## src/rtl/ssr_pkg.sv

```systemverilog
package ssr_pkg;

    localparam int SSR_DATA_W = 32;

    typedef enum logic [3:0] {
        OP_INVERT = 4'd0,
        OP_SHL_LOG = 4'd1,
        OP_SHR_LOG = 4'd2,
        OP_SHL_ARI = 4'd3,
        OP_SHR_ARI = 4'd4,
        OP_ROL = 4'd5,
        OP_ROR = 4'd6,
        OP_ROL_C = 4'd7,
        OP_ROR_C = 4'd8
    } ssr_op_e;

    typedef struct packed {
        logic [SSR_DATA_W-1:0] res;
        logic c;
        logic n;
        logic z;
        logic v;
    } ssr_state_t;

endpackage

```

## src/rtl/ssr_lane.sv

```systemverilog
module ssr_lane #(
    parameter int LW = 8
) (
    input  logic [LW-1:0] a_i,
    input  logic [3:0]    op_i,
    input  logic          cin_i,
    output logic [LW-1:0] r_o,
    output logic          c_o
);
    import ssr_pkg::*;

    logic msb;
    logic lsb;

    assign msb = a_i[LW-1];
    assign lsb = a_i[0];

    always_comb begin
        r_o = a_i;
        c_o = cin_i;
        case (ssr_op_e'(op_i))
            OP_INVERT: begin
                r_o = ~a_i;
                c_o = cin_i;
            end
            OP_SHL_LOG, OP_SHL_ARI: begin
                r_o = {a_i[LW-2:0], 1'b0};
                c_o = msb;
            end
            OP_SHR_LOG: begin
                r_o = {1'b0, a_i[LW-1:1]};
                c_o = lsb;
            end
            OP_SHR_ARI: begin
                r_o = {msb, a_i[LW-1:1]};
                c_o = lsb;
            end
            OP_ROL: begin
                r_o = {a_i[LW-2:0], msb};
                c_o = msb;
            end
            OP_ROR: begin
                r_o = {lsb, a_i[LW-1:1]};
                c_o = lsb;
            end
            OP_ROL_C: begin
                r_o = {a_i[LW-2:0], cin_i};
                c_o = msb;
            end
            OP_ROR_C: begin
                r_o = {cin_i, a_i[LW-1:1]};
                c_o = lsb;
            end
            default: begin
                r_o = a_i;
                c_o = cin_i;
            end
        endcase
    end

endmodule

```

## src/rtl/ssr_flags.sv

```systemverilog
module ssr_flags #(
    parameter int DATA_W = 32
) (
    input  logic [DATA_W-1:0] res_i,
    input  logic [1:0]        sel_i,
    output logic              neg_o,
    output logic              zero_o
);
    localparam int BYTE_W = DATA_W / 4;
    localparam int WORD_W = DATA_W / 2;

    always_comb begin
        case (sel_i)
            2'd0:    neg_o = res_i[BYTE_W-1];
            2'd1:    neg_o = res_i[WORD_W-1];
            default: neg_o = res_i[DATA_W-1];
        endcase
        zero_o = (res_i == '0);
    end

endmodule

```

## src/rtl/ssr_unit.sv

```systemverilog
module ssr_unit #(
    parameter int DATA_W = ssr_pkg::SSR_DATA_W
) (
    input  logic              clk,
    input  logic              rst_n,
    input  logic [DATA_W-1:0] opnd_i,
    input  logic [1:0]        size_i,
    input  logic [3:0]        op_i,
    input  logic              carry_i,
    output logic [DATA_W-1:0] res_o,
    output logic              flag_c_o,
    output logic              flag_n_o,
    output logic              flag_z_o,
    output logic              flag_v_o
);
    import ssr_pkg::*;

    localparam int BYTE_W    = DATA_W / 4;
    localparam int NUM_SIZES = 3;

    logic [DATA_W-1:0] lane_res [NUM_SIZES];
    logic              lane_c   [NUM_SIZES];
    logic [1:0]        sel;
    logic              op_known;
    logic              pick_n;
    logic              pick_z;
    ssr_state_t        st_d;
    ssr_state_t        st_q;

    assign sel      = (size_i == 2'd3) ? 2'd2 : size_i;
    assign op_known = (op_i <= 4'(OP_ROR_C));

    for (genvar g = 0; g < NUM_SIZES; g++) begin : g_lane
        localparam int LW = BYTE_W << g;
        logic [LW-1:0] r_nar;

        ssr_lane #(.LW(LW)) i_lane (
            .a_i   (opnd_i[LW-1:0]),
            .op_i  (op_i),
            .cin_i (carry_i),
            .r_o   (r_nar),
            .c_o   (lane_c[g])
        );

        if (LW < DATA_W) begin : g_ext
            assign lane_res[g] = {{(DATA_W-LW){1'b0}}, r_nar};
        end else begin : g_full
            assign lane_res[g] = r_nar;
        end
    end

    ssr_flags #(.DATA_W(DATA_W)) i_flags (
        .res_i  (lane_res[sel]),
        .sel_i  (sel),
        .neg_o  (pick_n),
        .zero_o (pick_z)
    );

    always_comb begin
        st_d     = st_q;
        st_d.res = lane_res[sel];
        st_d.c   = lane_c[sel];
        if (op_known) begin
            st_d.n = pick_n;
            st_d.z = pick_z;
            st_d.v = 1'b0;
        end
    end

    always_ff @(posedge clk) begin
        if (!rst_n) begin
            st_q <= '0;
        end else begin
            st_q <= st_d;
        end
    end

    assign res_o    = st_q.res;
    assign flag_c_o = st_q.c;
    assign flag_n_o = st_q.n;
    assign flag_z_o = st_q.z;
    assign flag_v_o = st_q.v;

endmodule

```

## config.mk

```make
export PLATFORM = sky130hd
export DESIGN_NAME = ssr_unit
export DESIGN_NICKNAME = d
export VERILOG_FILES = /design/src/rtl/ssr_pkg.sv /design/src/rtl/ssr_lane.sv /design/src/rtl/ssr_flags.sv /design/src/rtl/ssr_unit.sv
export SDC_FILE = /design/constraint.sdc
export NUM_CORES = 1
export LEC_CHECK = 0
export BUFFER_PORTS_ARGS = -buffer_cell sky130_fd_sc_hd__buf_4
export CORE_MARGIN = 2
export CORE_UTILIZATION = 50
export DETAILED_ROUTE_END_ITERATION = 7
export PLACE_DENSITY = 0.77
export SLEW_MARGIN = 20
export SYNTH_ARGS = -nofsm -noshare
export SYNTH_HDL_FRONTEND = slang
export SYNTH_SLANG_ARGS = --single-unit
```

## constraint.sdc

```tcl
create_clock -name clk -period 3.93 [get_ports clk]
set_input_delay 0.1965 -clock clk [delete_from_list [all_inputs] [get_ports clk]]
set_output_delay 0.1965 -clock clk [all_outputs]
set_load 0.01 [all_outputs]
```

# After elaboration in Yosys (flattened, before gate mapping)

Index checks and enable logic that the tools add are counted.

Logic and storage cells: 40
Register bits: 35

Equality and inequality tests: 10
Bitwise operators: 4
Muxes and demuxes: 14
Magnitude comparators: 2
Reduce and logical (&&, ||, !) cells: 6

Operator list:

| operator                                                         | number |
|---|---|
| 32-bit one-hot mux with 8 select lines                           | 1 |
| 16-bit one-hot mux with 8 select lines                           | 1 |
| 32-bit binary-select mux with 2-bit select                       | 1 |
| 32-bit 2-to-1 mux                                                | 2 |
| 8-bit one-hot mux with 8 select lines                            | 1 |
| 32-bit zero test                                                 | 1 |
| 32-bit NOT                                                       | 1 |
| 4-bit by 3-bit == test with 1-bit output (second input constant) | 4 |
| 16-bit NOT                                                       | 1 |
| 4-bit by 2-bit == test with 1-bit output (second input constant) | 2 |
| 8-bit NOT                                                        | 1 |
| 1-bit one-hot mux with 2 select lines                            | 4 |
| 4-bit OR reduction                                               | 2 |
| 4-bit by 1-bit == test with 1-bit output (second input constant) | 1 |
| 4-bit == test (second input constant)                            | 1 |
| 4-bit <= comparator (second input constant)                      | 1 |
| 4-bit zero test                                                  | 1 |
| 3-bit >= comparator (second input constant)                      | 1 |
| 2-bit NOT with 3-bit output                                      | 1 |
| 1-bit binary-select mux with 2-bit select                        | 1 |
| 2-bit by 1-bit == test with 1-bit output (second input constant) | 1 |
| 2-bit == test (second input constant)                            | 1 |
| 2-bit zero test                                                  | 1 |
| 1-bit 2-to-1 mux                                                 | 2 |
| other kinds (2)                                                  | 2 |

# Longest topological paths before layout

Depth after elaboration: 7
Mapped depth: 10

# Hierarchy

A second synthesis with hierarchy kept.

Cells, all modules: 560
Area total of the unflattened synthesis: 4,184.0 sq um

By module, submodules not included:

| module                       | area each (sq um) | instances | cells each |
|---|---|---|---|
| ssr_unit                     | 1,486.4           | 1         | 159 |
| ssr_lane at g_lane[2].i_lane | 1,471.4           | 1         | 211 |
| ssr_lane at g_lane[1].i_lane | 660.6             | 1         | 111 |
| ssr_lane at g_lane[0].i_lane | 449.2             | 1         | 65 |
| ssr_flags                    | 116.4             | 1         | 14 |

# Worst setup path after synthesis

No wires, ideal clock.

Path type: in2reg
Start: in op_i[3]
End: reg st_q, in the netlist flag_z_o
Slack: 2.230 ns
Setup time: 0.084 ns
Data arrival time: 1.616 ns
Stages on the path: 8
Cells stage by stage: buf_6 > buf_6 > or3_1 > a21oi_2 > nor2_1 > nor4_2 > o2111ai_1 > o31ai_2

Cells in the longest elaborated chain, start to end: 7
Elaborated cells between the ends (all ways): 18
Those cells by class: 1 x order compare; 8 x eq/ne; 6 x mux; 3 x reduce/logical

Ends and longest elaborated chain:

| item                                                                                                        | line            | RTL |
|---|---|---|
| from (decl)                                                                                                 | ssr_unit.sv:8   | `input logic [3:0] op_i,` |
| 4-bit by 1-bit == test with 1-bit output / 4-bit by 2-bit == test with 1-bit output (equally long branches) | ssr_lane.sv:21  | `case (ssr_op_e'(op_i))` |
| 2-bit OR reduction                                                                                          | ssr_lane.sv:21  |  |
| 32-bit one-hot mux with 8 select lines, or another cell as far along                                        | ssr_lane.sv:21  |  |
| 32-bit binary-select mux with 2-bit select                                                                  | ssr_unit.sv:53  | `.res_i (lane_res[sel]),` |
| 32-bit 2-to-1 mux (not written as such) (2 in a row)                                                        | ssr_unit.sv:53  |  |
| 32-bit zero test                                                                                            | ssr_flags.sv:18 | `zero_o = (res_i == '0);` |
| to (signal assigned)                                                                                        | ssr_unit.sv:74  | `st_q <= st_d;` |
| to (decl)                                                                                                   | ssr_unit.sv:28  | `ssr_state_t st_q;` |

Parallel ways exist; a longest one is shown, timed or not. The select of a mux whose other input is x is not followed.
A chain may end at the register's enable or synchronous reset.

# Worst setup path after layout

Same ends and word-level chain as after synthesis.

==> results.env <==
OUTCOME='finished, final reports clean'
POWER_SWITCHING_mW=0.324
SYNTH-ASYNC-RESET-RATIO_PCT=0
WL_PER_CELL_UM=17.5
NUMBER_OF_GLOBAL_ROUTE_VIAS_BEFORE_REPAIR=2640
INITIALDRTVIOLATIONCOUNT=385
GPL.FINAL_WEIGHTED_CONGESTION=0.966
FINAL_CELL_AREA_UM2=3250
FINALHOLDWORSTSLACK_NS=0.193
SYNTH.CELL_AREA_UM2=2720
ROUTE.FINAL.WIRE_LENGTH_UM=8310
YS_SEQ_ELEMENTS=35
DIE_H_UM=77.8
SYNTHDISTINCTLIBCELLS=65
WORST_PATH_DOMINANT_CELL_FAMILY='compound AO/OA/AOI/OAI gates'
P_LEAK_nW=1.26
CLOCK_LATENCY_REPORTED_FOR_THE_LATE_SIDE_OF_THE_WORST_SKEW_PAIR_NS=0.28
GRT_SETUP_UNREPAIRED='false'
POST_CTS.RESIZED_INSTANCES=0
DESIGN.DIE.AREA_UM2=6050
WORST_SETUP_PATH_END_KIND='flop'
CRITICAL_PATH.REG2REG.STARTPOINT='flag_n_o$_SDFFE_PN0P_'
PLACEDCELLCOUNT=466
CRIT_START='op_i[3]'
FINALCRITPERIODSHARE_PCT=60.9
DRIVE_GT1_SHARE_PCT=26.0
COMBINATIONALPOWERSHARE_PCT=31.6
CTS_HTREE_LEVELS=2
LAYOUT_COMMON_CELLS='75 x sky130_fd_sc_hd__buf_4, 36 x sky130_fd_sc_hd__nor2_1, 35 x sky130_fd_sc_hd__o21ai_0, 35 x sky130_fd_sc_hd__dfxtp_1'
PLACEMENTROWS=26
YS_SEQ_AREA_SHARE_PCT=25.7
SKEW_NS=0
SYN_AREA_PER_CELL_UM2=7.63
WORST_PATH_CELL_CHAIN='buf_4 -> nand2b_1 -> o21ai_0 -> o211ai_1 -> nor4_2 -> o2111ai_1 -> o31ai_2'
CLKSLEWWORSTSETUPHOLDPATHS_NS=0.07
TIMING_WORST_SLEW_PIN_VALUE_NS=1.13
CRITPATHMAXSTAGEDELAY_NS=0.63
FMAX_MHz=418
HPWLAFTERDP_UM=5780
WORSTSETUPSTARTPOINTTYPE='input pin'
GRT_OVERFLOW=0
SLEW_VIOL_FINAL=0
DRC_VIOLATION_COUNT_AFTER_ROUTING=0
PLACEABLECOREAREA_UM2=5170
CTS.ROOT.BUFFER_CELL='sky130_fd_sc_hd__clkbuf_8'
CRITICAL_PATH_REQUIRED_NS=4.13
NUMCLOCKSINKS=35
FINALNETCOUNT=444
PORT-BUFFER-COUNT=75
SYNTHESIZED_NETS=398
GRT_MAX_DEGREE=82
LAYOUT_COMMONEST_CELL='sky130_fd_sc_hd__buf_4'
MAX_SLEW_MARGIN_PCT=24.5
MAX_CAP_VIOL_COUNT=0
POST_SYNTH_INST_COUNT=357
DIE_W_UM=77.8
TRITONCTS='yes'
VIA_COUNT=2982
LAYOUT.CELLS.NON_FILLER=474
GRT_UTIL_ALL_LAYERS_PCT=27.5
PIN_COUNT=77
SYNTH_FF_TYPE='sky130_fd_sc_hd__dfxtp_1'
CTS_SETUP_BUFFERS=0
START_UTIL_PCT=52.6
CP_MAX_DELAY_CELL='sky130_fd_sc_hd__nand2b_1'
IR_DROP_mV=0.140
HOLDCRITPATHCLASS='input pin to flop'
WORST-PATH-BUF-INV=1
NUMBER_OF_ENABLE_TYPE_REGISTER_CELLS_IN_THE_SYNTHESIZED_NETLIST=0
LAYOUT-AREA-OVERHEAD-VS-SYNTH_PCT=19.4
FIN_CRIT_NS=2.40
CTSHOLDBUFFERS=0
SETUP.WORST_PATH.CLASS='input pin to flop'
WORST-R2R-SETUP-SLACK_NS=3.22
POWER_REPORT.INTERNAL_TOTAL_mW=0.671
DETAIL_ROUTE.FIRST_PASS.ITERATIONS=5
GRT_PASS1_WL_UM=13400
HOLDCRITSTARTPOINT='opnd_i[0]'
SETUP_TNS_NS=0
POWER.SHARE.CLOCK_PCT=29.6
POWER.DENSITY_nW_PER_UM2=306
CP_DATA_ARRIVAL_TIME_NS=2.60
DIODES=0
CTS_MAX_PATH_BUFFERS=2
AVGVIACOUNTPERCELL=6.29
FINAL-SETUP-VIOL-COUNT=0
PLACEDINSTANCEAREA_UM2=3150
POWER.SWITCHING_FRACTION_PCT=32.5
ANTENNA_VIOLATING_NETS_POST_ROUTE=0
FILLERINSTANCES=463
YOSYSWARNINGCOUNT=0
CP_MAX_FO=81
POWER.TOTAL_mW=0.995
FINALHOLDVIOLCOUNT=0
PWR-SHARE-SEQ_PCT=38.8
ANTENNA_FOUND_INITIAL=0
TRITONCTS.NUM_BUFFERS=5
-- cell usage after synthesis, drive strengths merged, types with 9 or more instances --
master | count | area (um2)
a21oi | 26 | 138
buf | 23 | 176
clkbuf | 13 | 48.8
dfxtp | 35 | 701
inv | 9 | 33.8
nand2 | 12 | 45.0
nor2 | 37 | 146
nor2b | 25 | 159
nor3 | 20 | 105
o21ai | 38 | 201
o221ai | 18 | 158
or3 | 11 | 68.8
-- kinds of logic after synthesis --
group | after synthesis | share of synthesized area [%]
muxes | 10 | 3.77
AOI/OAI and AO/OA | 128 | 33.0
other | 1 | 0.138
and+or+nand+nor | 137 | 27.7
buffers and inverters | 46 | 9.65
DFF | 35 | 25.7
-- power by group through the flow --
stage	clock network (mW)	registers, mW	logic [mW]
floorplan	0	0.407	0.183
global placement	0	0.393	0.307
detailed placement	0	0.394	0.308
CTS	0.297	0.386	0.309
global route	0.315	0.388	0.340
finish	0.294	0.386	0.315
-- path summary, 6_finish.rpt --
kind / to / cells past startpoint
setup / recovery: flag_z_o$_SDFFE_PN0P_ / 7
hold / removal: flag_c_o$_SDFF_PN0_ / 3
setup reg to reg: flag_n_o$_SDFFE_PN0P_ / 2
hold reg to reg: flag_z_o$_SDFFE_PN0P_ / 2
-- worst reg2reg max path, delay by kind of cell (launching register included) --
family | cells | cell delay, ns
flip-flops | 1 | 0.31
AO/OA/AOI/OAI | 2 | 0.22
-- stage by stage --
stage	setup slack, ns	utilization [%]
after global routing	1.45	62.9
after floorplan	2.23	-
after global placement	1.38	60.9
after CTS	1.62	62.9
after detailed placement	1.33	60.9
final	1.53	62.9
-- layer usage --
layer	track usage, %	up-vias	part of all wire, %
li1	-	1417	-
met1	37.8	1379	43
met2	44.1	175	46
met3	4.30	11	9.0
met4	8.57	0	1.3
met5	0	-	0
-- flip-flops by register name, summed over array words and instances (netlist names) --
name	count
flag_c_o	1
flag_z_o	1
res_o	32
flag_n_o	1
-- layout make-up --
class | count | area [um2] | area share (%)
clock inverter | 1 | 7.51 | 0.231
inverter | 10 | 37.5 | 1.15
multi-input combinational | 276 | 1760 | 54.1
timing repair buffer | 75 | 563 | 17.3
sequential | 35 | 701 | 21.5
tap | 70 | 87.6 | 2.69
clock buffer | 7 | 96.3 | 2.96
(Power assumes the default switching activity.)
